**src/rtl/boot_loader_pkg.sv**
```systemverilog
// Shared types for the serial boot loader.
package boot_loader_pkg;
    // Framing phase of the current transaction.
    typedef enum logic [1:0] {
        PH_LEN  = 2'd0,   // collecting the length prefix
        PH_PAY  = 2'd1,   // collecting payload bytes
        PH_DONE = 2'd2    // both transactions loaded, input closed
    } bl_phase_e;
endpackage

```
**src/rtl/bl_echo.sv**
```systemverilog
// Echo holding stage: captures each accepted byte and offers it to the
// transmitter while the transmitter reports an empty holding register.
// Assumes load_i is never raised while busy_o is high.
module bl_echo #(
    parameter int DATA_W = 8
) (
    input  logic              clk,
    input  logic              rst_n,
    input  logic              load_i,
    input  logic [DATA_W-1:0] byte_i,
    input  logic              tx_empty_i,
    output logic              busy_o,
    output logic              tx_valid_o,
    output logic [DATA_W-1:0] tx_data_o
);
    logic              pend_q;
    logic [DATA_W-1:0] hold_q;

    // Hold one byte until the transmitter has taken it.
    always_ff @(posedge clk) begin
        if (!rst_n) begin
            pend_q <= 1'b0;
            hold_q <= '0;
        end else if (load_i) begin
            pend_q <= 1'b1;
            hold_q <= byte_i;
        end else if (pend_q && tx_empty_i) begin
            pend_q <= 1'b0;
        end
    end

    // Offer the held byte only while the transmitter is empty.
    always_comb begin
        busy_o     = pend_q;
        tx_valid_o = pend_q & tx_empty_i;
        tx_data_o  = hold_q;
    end

    // an echo is delivered in a single cycle
    a_r6_echo_once: assert property (@(posedge clk) disable iff (!rst_n)
        tx_valid_o |=> !tx_valid_o);
    // no new byte arrives while an echo is outstanding
    a_r7_no_load_pending: assert property (@(posedge clk) disable iff (!rst_n)
        busy_o |-> !load_i);
endmodule

```
**src/rtl/bl_framer.sv**
```systemverilog
// Framer: tracks the length prefix and payload of two back-to-back
// transactions, generates byte writes into the code and data regions and
// raises the start pulse once the second transaction is complete.
// Assumes LEN_BYTES is a power of two and acc_i is low once done_o is high.
module bl_framer
    import boot_loader_pkg::*;
#(
    parameter int          ADDR_W    = 32,
    parameter int          LEN_BYTES = 4,
    parameter logic [31:0] CODE_BASE = 32'h0000_093B,
    parameter logic [31:0] DATA_BASE = 32'h0010_0000
) (
    input  logic                   clk,
    input  logic                   rst_n,
    input  logic                   acc_i,
    input  logic [7:0]             byte_i,
    output logic                   done_o,
    output logic                   mem_we_o,
    output logic [ADDR_W-1:0]      mem_addr_o,
    output logic [7:0]             mem_data_o,
    output logic [8*LEN_BYTES-1:0] count_o,
    output logic                   start_o
);
    localparam int LEN_W = 8 * LEN_BYTES;
    localparam int IDX_W = (LEN_BYTES > 1) ? $clog2(LEN_BYTES) : 1;
    localparam logic [IDX_W-1:0] IDX_LAST = IDX_W'(LEN_BYTES - 1);
    localparam logic [LEN_W-1:0] ONE = LEN_W'(1);

    bl_phase_e         phase_q;
    logic              second_q;
    logic [IDX_W-1:0]  idx_q;
    logic [LEN_W-1:0]  len_q, len_nx, count_q;
    logic [ADDR_W-1:0] offset_q, region_base;
    logic              mem_we_q, start_q, xfer_end;
    logic [ADDR_W-1:0] mem_addr_q;
    logic [7:0]        mem_data_q;

    // Merge the incoming prefix byte into the length, little-endian.
    always_comb begin
        len_nx = (idx_q == '0) ? '0 : len_q;
        len_nx[{idx_q, 3'b000} +: 8] = byte_i;
    end

    // Region select and end-of-transaction detection.
    always_comb begin
        region_base = second_q ? ADDR_W'(DATA_BASE) : ADDR_W'(CODE_BASE);
        xfer_end = acc_i &&
            (((phase_q == PH_LEN) && (idx_q == IDX_LAST) && (len_nx == '0)) ||
             ((phase_q == PH_PAY) && ((count_q + ONE) == len_q)));
    end

    // Framing state, byte writes and hand-over.
    always_ff @(posedge clk) begin
        if (!rst_n) begin
            phase_q    <= PH_LEN;
            second_q   <= 1'b0;
            idx_q      <= '0;
            len_q      <= '0;
            count_q    <= '0;
            offset_q   <= '0;
            mem_we_q   <= 1'b0;
            mem_addr_q <= '0;
            mem_data_q <= '0;
            start_q    <= 1'b0;
        end else begin
            mem_we_q <= acc_i;
            start_q  <= 1'b0;
            if (acc_i) begin
                mem_addr_q <= region_base + offset_q;
                mem_data_q <= byte_i;
                offset_q   <= offset_q + 1'b1;
                if (phase_q == PH_LEN) begin
                    len_q <= len_nx;
                    idx_q <= idx_q + 1'b1;
                    if (idx_q == '0) count_q <= '0;
                    if (idx_q == IDX_LAST) phase_q <= PH_PAY;
                end else if (phase_q == PH_PAY) begin
                    count_q <= count_q + ONE;
                end
            end
            if (xfer_end) begin
                if (!second_q) begin
                    second_q <= 1'b1;
                    phase_q  <= PH_LEN;
                    idx_q    <= '0;
                    offset_q <= '0;
                end else begin
                    phase_q <= PH_DONE;
                    start_q <= 1'b1;
                end
            end
        end
    end

    assign done_o     = (phase_q == PH_DONE);
    assign mem_we_o   = mem_we_q;
    assign mem_addr_o = mem_addr_q;
    assign mem_data_o = mem_data_q;
    assign count_o    = count_q;
    assign start_o    = start_q;

    // the start pulse lasts one cycle
    a_r9_start_single: assert property (@(posedge clk) disable iff (!rst_n)
        start_o |=> !start_o);
    // nothing is accepted once loading has finished
    a_r10_closed_after_done: assert property (@(posedge clk) disable iff (!rst_n)
        done_o |-> !acc_i);
    // the payload count moves only after an accepted byte
    a_r8_count_hold: assert property (@(posedge clk) disable iff (!rst_n)
        !acc_i |=> $stable(count_o));
    // every accepted byte produces a write in the next cycle
    a_r11_write_follows: assert property (@(posedge clk) disable iff (!rst_n)
        acc_i |=> mem_we_o);
endmodule

```
**src/rtl/serial_boot_loader.sv**
```systemverilog
// Top of the serial boot loader: joins the byte handshake, the echo stage
// and the framer. A byte is taken when rx_valid and rx_ready are both high;
// rx_ready drops while an echo is pending and after the hand-over.
module serial_boot_loader #(
    parameter logic [31:0] CODE_BASE = 32'h0000_093B,
    parameter logic [31:0] DATA_BASE = 32'h0010_0000
) (
    input  logic        clk,
    input  logic        rst_n,
    input  logic [7:0]  rx_data,
    input  logic        rx_valid,
    output logic        rx_ready,
    input  logic        tx_empty,
    output logic [7:0]  tx_data,
    output logic        tx_valid,
    output logic        mem_we,
    output logic [31:0] mem_addr,
    output logic [7:0]  mem_data,
    output logic [31:0] rx_count,
    output logic        start_pulse,
    output logic [31:0] start_addr
);
    logic echo_busy, frame_done, accept;

    // Handshake: accept only when the echo stage is free and input is open.
    always_comb begin
        rx_ready = !echo_busy && !frame_done;
        accept   = rx_valid && rx_ready;
    end

    bl_echo #(.DATA_W(8)) u_echo (
        .clk        (clk),
        .rst_n      (rst_n),
        .load_i     (accept),
        .byte_i     (rx_data),
        .tx_empty_i (tx_empty),
        .busy_o     (echo_busy),
        .tx_valid_o (tx_valid),
        .tx_data_o  (tx_data)
    );

    bl_framer #(
        .ADDR_W    (32),
        .LEN_BYTES (4),
        .CODE_BASE (CODE_BASE),
        .DATA_BASE (DATA_BASE)
    ) u_framer (
        .clk        (clk),
        .rst_n      (rst_n),
        .acc_i      (accept),
        .byte_i     (rx_data),
        .done_o     (frame_done),
        .mem_we_o   (mem_we),
        .mem_addr_o (mem_addr),
        .mem_data_o (mem_data),
        .count_o    (rx_count),
        .start_o    (start_pulse)
    );

    assign start_addr = CODE_BASE;

    // the cycle after an accepted byte never accepts another
    a_r7_stall_after_accept: assert property (@(posedge clk) disable iff (!rst_n)
        accept |=> !rx_ready);
endmodule

```
**config.mk**
```make
export PLATFORM = sky130hd
export DESIGN_NAME = serial_boot_loader
export DESIGN_NICKNAME = d
export VERILOG_FILES = /design/src/rtl/boot_loader_pkg.sv /design/src/rtl/bl_echo.sv /design/src/rtl/bl_framer.sv /design/src/rtl/serial_boot_loader.sv
export SDC_FILE = /design/constraint.sdc
export NUM_CORES = 1
export LEC_CHECK = 0
export BUFFER_PORTS_ARGS = -buffer_cell sky130_fd_sc_hd__buf_4
export CORE_ASPECT_RATIO = 0.7
export CORE_MARGIN = 2
export CORE_UTILIZATION = 46
export CTS_CLUSTER_SIZE = 28
export DETAILED_ROUTE_END_ITERATION = 10
export GPL_ROUTABILITY_DRIVEN = 0
export PLACE_DENSITY = 0.71
export SLEW_MARGIN = 20
export SYNTH_ARGS = -nofsm -noshare
export SYNTH_HDL_FRONTEND = slang
export SYNTH_SLANG_ARGS = --single-unit
```
**constraint.sdc**
```tcl
create_clock -name clk -period 2.59 [get_ports clk]
set_input_delay 0.1295 -clock clk [delete_from_list [all_inputs] [get_ports clk]]
set_output_delay 0.1295 -clock clk [all_outputs]
set_load 0.02 [all_outputs]
```
==> impl_metrics.tcl, run 1 <==
set metrics [dict create \
    dpl.cell_count 1489 \
    grt-ovfl-total 0 \
    finalSetupViolCount 35 \
    area.growth.synth_to_final_pct 35.06 \
    routed_wl_mm 26.58 \
    ys_async_sr_fraction 0 \
    ir_worst_vdd_v 0.0003665 \
    via_count 8703 \
    power.total_mw 5.317 \
    setup_tns_ns -5.015 \
    cts_sinks 144 \
    start_kind "flop" \
    grt_pass1_vias 7776 \
    cts.clk_slew.worst_paths_ns 0.06 \
    cts-root-buf "clkbuf_16" \
    fmax_ghz 0.3599 \
    portBuffers 95 \
    fillerInstances 1502 \
    dpl_worst_slack_ns -0.1769 \
    hold_viol 0 \
    postRouteAntennaNets 0 \
    finalNonFillerCells 1545 \
    yosysSeqAreaShare 0.3447 \
    viasPerCell 5.633 \
    htreeDepth 4 \
    start_util 0.4672 \
    synth.avg_cell_area_um2 7.745 \
    leakage_nw 4.498 \
    ys_ff_latch 144 \
    synth_edf_count 0 \
    timing.slew.headroom 0.3901 \
    cts_tree "built" \
    min_period_ns 2.778 \
    finalCritPeriodShare 1.073 \
    synth_top_cell_by_area "dfxtp_1" \
    antenna_found_initial 0 \
    ys_types 70 \
    drt-wirelength-per-cell_um 17.21 \
    end_kind "flop" \
    r2r-start "u_framer.count_o[6]$_SDFFE_PN0P_" \
    status "finished with violations" \
    finalClockSkew_ns 0.008893 \
    syn-cell-area_um2 8364 \
    rsz0062_at_grt "true" \
    hpwl_mm 18.50 \
    maxSlewViolCount 0 \
    num_rows 41 \
    die_w_um 165.2 \
    drt_iter0_drc 1033 \
    ys.warnings.count 0 \
    final_cell_mix "264 x buf_4, 137 x nor2_1, 126 x dfxtp_1" \
    cts_buffers 17 \
    tightest_slew_ns 0.9088 \
    place_area_um2 10160 \
    crit_fanout 16 \
    crit_arrival_ns 3.10 \
    boundaryPins 128 \
    hold_class "input port to flop" \
    fin_ws_ns -0.1883 \
    fp.dieH_um 116.8 \
    die-area_um2 19300 \
    power_density_nw_per_um2 470.6 \
    fin_area_um2 11300 \
    cap_viol_max_count 0 \
    yosys-top-cells-area "dfxtp_1 34%, nor2_1 6.5%, xnor2_1 5.8%, a21oi_1 5.2%, nand2_1 4.6%" \
    grt_pass1_wl_mm 40.61 \
    yosys_most_used_dff "dfxtp_1" \
    diodes 0 \
    critPathLaunch "u_framer.count_o[6]$_SDFFE_PN0P_" \
    min-delay-start "rx_data[4]" \
    grt_max_degree 66 \
    required_ns 2.91 \
    core-area_um2 17900 \
    fin_nets 1324 \
    grtUsageTotal 0.2714 \
    violations "setup timing" \
    drtPass1Iterations 5 \
    clock_path_buffers 2 \
    drive_gt1_frac 0.3125 \
    worstSetupPathType "flop to flop" \
    synth_top_area_share 0.3447 \
    final_common_cell "buf_4" \
    synthCells 1080 \
    route.detailed.drc 0 \
    insertion_delay_ns 0.43 \
]
==> final timing paths <==
check                                             end  slack [ns]  cells past startpoint
setup / recovery      u_framer.offset_q[5]$_SDFF_PN0_       -0.19                     12
hold / removal    u_framer.mem_data_o[4]$_SDFFE_PN0P_       0.009                      3
setup reg to reg      u_framer.offset_q[5]$_SDFF_PN0_       -0.19                     12
hold reg to reg   u_framer.mem_addr_o[9]$_SDFFE_PN0P_        0.45                      2
==> cell usage after synthesis (31+ instances only) <==
library cell  count
xnor2_1          55
a21oi_1          87
nand3_1          38
buf_4            43
nand2_1         103
a22oi_1          31
o21ai_0          49
clkbuf_1         55
xor2_1           33
nor2_1          145
nor3_1           38
dfxtp_1         144
==> through the flow <==
| step | util | hold slack, ns |
|---|---|---|
| after floorplan | - | 0.2655 |
| after global placement | 0.5678 | 0.4037 |
| after detailed placement | 0.5678 | 0.4100 |
| after CTS | 0.6113 | 0.0001427 |
| after global routing | 0.6310 | 0.003549 |
| final | 0.6310 | 0.009001 |
==> sequential cells by signal (all words and copies together) (netlist names) <==
signal / cells
u_echo.busy_o: 1
u_framer.mem_we_o: 1
u_framer.len_q: 32
u_framer.start_o: 1
u_framer.idx_q: 2
u_framer.phase_q: 2
u_framer.offset_q: 32
u_framer.count_o: 32
u_framer.second_q: 1
u_framer.mem_addr_o: 32
u_framer.mem_data_o: 8
==> kinds of logic after synthesis <==
logic type                 synth area share
buffers and inverters               0.08227
muxes                              0.007330
DFF                                  0.3447
other                             0.0008979
AOI/OAI and AO/OA                    0.1764
adders and majority gates           0.02483
and+or+nand+nor                      0.2715
xor gates and xnor gates            0.09215
==> worst max-delay path: stages (launching register included) <==
cell and delay [ns]:
dfxtp_4 0.38, nand2_4 0.06, buf_4 0.14, nor4_4 0.28, buf_4 0.21, nand4_1 0.20
xnor2_1 0.28, a21oi_2 0.14, nor4b_4 0.37, a21oi_2 0.13, o21ai_4 0.21, buf_12 0.19
nor2_2 0.06
==> power by group <==
group,leakage [nW],switching [mW],internal [mW]
clock network,0.272,0.966,1.38
logic,3.05,0.412,0.254
registers,1.18,0.0465,2.26
==> layout make-up <==
| cell class | count | area (µm²) | share of cell area |
|---|---|---|---|
| Multi-Input combinational cell | 836 | 5275 | 0.4669 |
| Tap cell | 236 | 295.3 | 0.02614 |
| Clock inverter | 7 | 50.05 | 0.004430 |
| Inverter | 20 | 77.57 | 0.006867 |
| Sequential cell | 144 | 2928 | 0.2592 |
| Clock buffer | 25 | 515.5 | 0.04563 |
| Timing Repair Buffer | 277 | 2156 | 0.1908 |
==> what timing repair did <==
item	in CTS	in global routing
gates resized for setup	28	62
gates cloned	0	1
setup endpoints to repair	45	59
pin swaps	7	30
hold endpoints to repair	2	0
setup buffers	11	12
hold buffers	2	0
==> per-layer routing <==
layer	routed length, µm	GRT usage	vias up
met3	2601	0.05814	31
met4	305	0.06029	0
met2	11090	0.3925	429
met5	0	0	-
li1	-	-	4173
met1	12590	0.4113	4070
Power figures use the tool's default switching activity.
==> run 2: changes to the inputs <==
--- a/config.mk
+++ b/config.mk
@@ -6,7 +6,7 @@
 export NUM_CORES = 1
 export LEC_CHECK = 0
 export BUFFER_PORTS_ARGS = -buffer_cell sky130_fd_sc_hd__buf_4
-export CORE_ASPECT_RATIO = 0.7
+export CORE_ASPECT_RATIO = 1.2
 export CORE_MARGIN = 2
 export CORE_UTILIZATION = 46
 export CTS_CLUSTER_SIZE = 28
==> impl_metrics.tcl, run 2 (synthesis gave the netlist of run 1 again) <==
set metrics [dict create \
    status "finished with violations" \
    violations "setup timing" \
    viasPerCell 5.684 \
    power_density_nw_per_um2 504.6 \
    finalCritPeriodShare 1.078 \
    hpwl_mm 18.04 \
    use_met3 0.04319 \
    via_count 8622 \
    power.total_mw 5.644 \
    cts_sinks 144 \
    start_kind "flop" \
    die-area_um2 19280 \
    fin_nets 1308 \
    portBuffers 95 \
    hold_class "input port to flop" \
    fp.dieH_um 151.7 \
    grt_pass1_wl_mm 39.50 \
    hold_viol 0 \
    min_period_ns 2.793 \
    drtPass1Iterations 5 \
    cts_tree "built" \
    diodes 0 \
    final_core_util 0.6223 \
    cts-root-buf "clkbuf_16" \
    fmax_ghz 0.3581 \
    required_ns 2.91 \
    leakage_nw 4.458 \
    ir_worst_vdd_v 0.0004878 \
    htreeDepth 4 \
    cts.clk_slew.worst_paths_ns 0.06 \
    insertion_delay_ns 0.43 \
    maxSlewViolCount 0 \
    clock_path_buffers 2 \
    grt-ovfl-total 0 \
    setup_tns_ns -5.589 \
    rsz0062_at_grt "true" \
    final_cell_mix "252 x buf_4, 141 x nor2_1, 126 x dfxtp_1" \
    crit_arrival_ns 3.11 \
    grt_pass1_vias 8040 \
    area.growth.synth_to_final_pct 33.72 \
    worstSetupPathType "flop to flop" \
    num_rows 54 \
    busiest_layer "met2" \
    end_kind "flop" \
    use_met1 0.2886 \
    finalClockSkew_ns 0.009897 \
    grt_max_degree 49 \
    start_util 0.4654 \
    grtUsageTotal 0.2565 \
    crit_fanout 6 \
    timing.slew.headroom 0.5439 \
    core-area_um2 17970 \
    final_common_cell "buf_4" \
    route.detailed.drc 0 \
    drt_iter0_drc 767 \
    grt.met2_usage 0.4772 \
    postRouteAntennaNets 0 \
    die_w_um 127.1 \
    routed_wl_mm 25.49 \
    tightest_slew_ns 0.6770 \
    boundaryPins 128 \
    drive_gt1_frac 0.2970 \
    drt-wirelength-per-cell_um 16.80 \
    finalSetupViolCount 34 \
    cap_viol_max_count 0 \
    cts_buffers 17 \
    fin_ws_ns -0.2025 \
    antenna_found_initial 0 \
]
[run 2: cell types whose count changed in the layout (fill, tap and decap cells not counted), sizes merged]
cell,change
buf,-16
clkbuf,-2
dlygate4sd3,-1
clkinvlp,-1
inv,+1
bufinv,+4
clkdlybuf4s15,-1
[run 2: cell type report]
cell class	instances	area [µm²]
clock buffer	21	480.5
clock inverter	11	175.2
fill	1548	6788
inverter	20	75.07
multi-input combinational	836	5194
sequential	144	2930
tap	224	280.3
timing repair buffer	261	2049
[run 2: per-stage QoR]
step	std cells	setup WS, ns	hold WS, ns	instance area [µm²]
after global routing	1517	-0.3017	0.006862	11180
after CTS	1513	-0.1485	0.002194	10940
after detailed placement	1475	-0.2931	0.4151	10120
after floorplan	1110	-0.1813	0.2655	8586
final	1517	-0.2025	0.01186	11180
after global placement	1475	-0.3355	0.4034	10120
[run 2: path summary, 6_finish.rpt]
check / startpoint / to / slack (ns) / depth (start not counted)
setup / recovery: u_framer.count_o[11]$_SDFFE_PN0P_ / u_framer.offset_q[13]$_SDFF_PN0_ / -0.20 / 16
hold / removal: rx_data[0] / u_framer.mem_data_o[0]$_SDFFE_PN0P_ / 0.01 / 3
setup reg to reg: u_framer.count_o[11]$_SDFFE_PN0P_ / u_framer.offset_q[13]$_SDFF_PN0_ / -0.20 / 16
hold reg to reg: u_framer.mem_addr_o[0]$_SDFFE_PN0P_ / u_framer.mem_addr_o[0]$_SDFFE_PN0P_ / 0.46 / 2
[run 2: report_power, final]
part	switching (mW)	internal, mW	total, mW
combinational	0.401	0.241	0.643
sequential	0.0388	2.26	2.30
clock	0.981	1.72	2.70
[run 2: per-layer routing]
metal | up-vias | wire length [µm]
met5 | - | 0
li1 | 4141 | -
met2 | 304 | 13220
met3 | 58 | 1219
met1 | 4119 | 10150
met4 | 0 | 905
[run 2: worst max-delay path, cell delays in order (launching register included)]
cell	delay [ns]
dfxtp_2	0.33
nand4_1	0.11
buf_6	0.15
nor4_4	0.04
buf_4	0.16
buf_4	0.15
nand2_2	0.07
a2111oi_2	0.05
buf_4	0.15
or4_4	0.49
nor4b_4	0.21
buf_4	0.18
a21oi_4	0.07
o21ai_4	0.17
buf_12	0.15
clkbuf_16	0.15
nor2_1	0.04
[run 2: what timing repair did]
| action | 4_1_cts | 5_1_grt |
|---|---|---|
| endpoints found under the setup margin | 42 | 70 |
| pin swaps | 5 | 24 |
| gates resized for setup | 26 | 41 |
| hold endpoints to repair | 1 | 0 |
| buffers inserted | 5 | 3 |
| gates cloned | 0 | 3 |
| hold buffers | 1 | 0 |
==> run 3: changes to the inputs <==
--- a/config.mk
+++ b/config.mk
@@ -5,15 +5,15 @@
 export SDC_FILE = /design/constraint.sdc
 export NUM_CORES = 1
 export LEC_CHECK = 0
-export BUFFER_PORTS_ARGS = -buffer_cell sky130_fd_sc_hd__buf_4
-export CORE_ASPECT_RATIO = 1.2
 export CORE_MARGIN = 2
 export CORE_UTILIZATION = 46
 export CTS_CLUSTER_SIZE = 28
 export DETAILED_ROUTE_END_ITERATION = 10
+export DONT_BUFFER_PORTS = 1
 export GPL_ROUTABILITY_DRIVEN = 0
-export PLACE_DENSITY = 0.71
+export PLACE_DENSITY = 0.65
 export SLEW_MARGIN = 20
 export SYNTH_ARGS = -nofsm -noshare
 export SYNTH_HDL_FRONTEND = slang
 export SYNTH_SLANG_ARGS = --single-unit
+export TNS_END_PERCENT = 1
==> impl_metrics.tcl, run 3 (synthesis gave the netlist of run 1 again) <==
set metrics [dict create \
    reg2reg_slack_ns -0.22 \
    fin_ws_ns -0.2220 \
    viasPerCell 5.652 \
    routed_wl_mm 24.94 \
    cap_viol_max_count 0 \
    grt_pass1_wl_mm 40.70 \
    min-delay-start "rx_data[5]" \
    drt_iter0_drc 635 \
    die_w_um 138.8 \
    insertion_delay_ns 0.43 \
    die-area_um2 19280 \
    rsz0062_at_grt "true" \
    crit_arrival_ns 3.13 \
    worstSetupPathType "flop to flop" \
    leakage_nw 4.009 \
    boundaryPins 128 \
    min_period_ns 2.812 \
    drt-wirelength-per-cell_um 17.30 \
    num_rows 49 \
    cts_buffers 17 \
    finalCritPeriodShare 1.086 \
    finalClockSkew_ns 0.009972 \
    maxSlewViolCount 0 \
    grt_max_degree 64 \
    cts_tree "built" \
    tightest_slew_ns 0.9056 \
    r2r-end "u_framer.offset_q[9]$_SDFF_PN0_" \
    finalSetupViolCount 36 \
    postRouteAntennaNets 0 \
    grt_pass1_vias 7889 \
    diodes 0 \
    power_density_nw_per_um2 502.9 \
    timing.slew.headroom 0.3954 \
    route.detailed.drc 0 \
    required_ns 2.91 \
    hold_class "input port to flop" \
    ir_worst_vdd_v 0.0004977 \
    power.total_mw 5.318 \
    fin_nets 1228 \
    start_kind "flop" \
    crit_fanout 7 \
    whs_ns 0.02289 \
    antenna_found_initial 0 \
    cts.clk_slew.worst_paths_ns 0.06 \
    htreeDepth 4 \
    cts_sinks 144 \
    r2r-start "u_framer.count_o[0]$_SDFFE_PN0P_" \
    fin_area_um2 10580 \
    clock_path_buffers 2 \
    hold_viol 0 \
    drive_gt1_frac 0.2432 \
    holdPathStages 2 \
    final_common_cell "buf_4" \
    hpwl_mm 17.31 \
    fp.dieH_um 138.8 \
    place_area_um2 9428 \
    critPathLaunch "u_framer.count_o[0]$_SDFFE_PN0P_" \
    grtUsageTotal 0.2581 \
    status "finished with violations" \
    fmax_ghz 0.3556 \
    area.growth.synth_to_final_pct 26.43 \
    core-area_um2 17900 \
    start_util 0.4672 \
    grt-ovfl-total 0 \
    rr_worst_depth 12 \
    drtPass1Iterations 6 \
    violations "setup timing" \
    portBuffers 0 \
    via_count 8150 \
    final_core_util 0.5907 \
    final_cell_mix "157 x buf_4, 141 x nor2_1, 128 x dfxtp_1" \
    cts-root-buf "clkbuf_16" \
    end_kind "flop" \
    worstHoldEndpoint "u_framer.len_q[5]$_SDFFE_PN0P_" \
]
## run 3: cell count changes in the layout (fill, tap and decap cells not counted), sizes merged
cell / before / now
dlygate4sd3: 1 / 10
clkbuf: 23 / 18
inv: 22 / 28
buf: 258 / 171
bufinv: 4 / 1
## run 3: worst max-delay path, cell delays in order (launching register included)
cell and delay, ns:
dfxtp_4 0.36, ha_4 0.18, and2_4 0.16, o21ai_1 0.15, o311ai_1 0.14, o31a_1 0.13
or4_4 0.55, nor4b_4 0.36, a21oi_2 0.13, o21ai_4 0.22, buf_12 0.16, buf_16 0.12
nor2_2 0.04
## run 3: what timing repair did
item | CTS | global route
hold buffers | 10 | 0
hold endpoints to repair | 58 | 0
gates cloned | 3 | 0
gates resized for setup | 42 | 37
endpoints found under the setup margin | 48 | 75
setup buffers | 7 | 0
pin swaps | 33 | 7
## run 3: worst max path at each step
stage                                                   to  slack (ns)  depth (start not counted)
after floorplan            u_framer.offset_q[6]$_SDFF_PN0_       -0.25                         12
after global placement    u_framer.offset_q[19]$_SDFF_PN0_       -0.16                         10
after detailed placement      u_framer.idx_q[0]$_SDFF_PN0_       -0.22                         10
after CTS                  u_framer.offset_q[7]$_SDFF_PN0_       -0.24                         11
after global routing       u_framer.offset_q[6]$_SDFF_PN0_       -0.40                         15
final                      u_framer.offset_q[9]$_SDFF_PN0_       -0.22                         12
## run 3: cell type report
| class | instances | area (µm²) |
|---|---|---|
| Clock buffer | 18 | 439.2 |
| Clock inverter | 14 | 142.6 |
| Fill cell | 1632 | 7327 |
| Inverter | 20 | 75.07 |
| Multi-Input combinational cell | 836 | 5204 |
| Sequential cell | 144 | 2913 |
| Tap cell | 229 | 286.5 |
| Timing Repair Buffer | 181 | 1515 |
## run 3: routing by layer
layer / track usage / wire (µm) / up-vias
li1: - / - / 3992
met1: 0.3325 / 10780 / 3811
met2: 0.4221 / 11860 / 286
met3: 0.05076 / 1411 / 61
met4: 0.1127 / 896 / 0
met5: 0 / 0 / -
## run 3: through the flow
step / TNS [ns] / worst slack [ns] / std cells
2_1_floorplan: -8.126 / -0.2528 / 1110
3_3_place_gp: -5.883 / -0.1624 / 1391
3_5_place_dp: -8.200 / -0.2247 / 1391
4_1_cts: -7.466 / -0.2448 / 1442
5_1_grt: -13.45 / -0.3990 / 1442
6_report: -6.593 / -0.2220 / 1442
## run 3: power breakdown
part / switching, mW / internal [mW] / total, mW
Sequential: 0.0975 / 2.26 / 2.36
Clock: 1.05 / 1.38 / 2.43
Combinational: 0.332 / 0.195 / 0.527
Total: 1.48 / 3.84 / 5.32
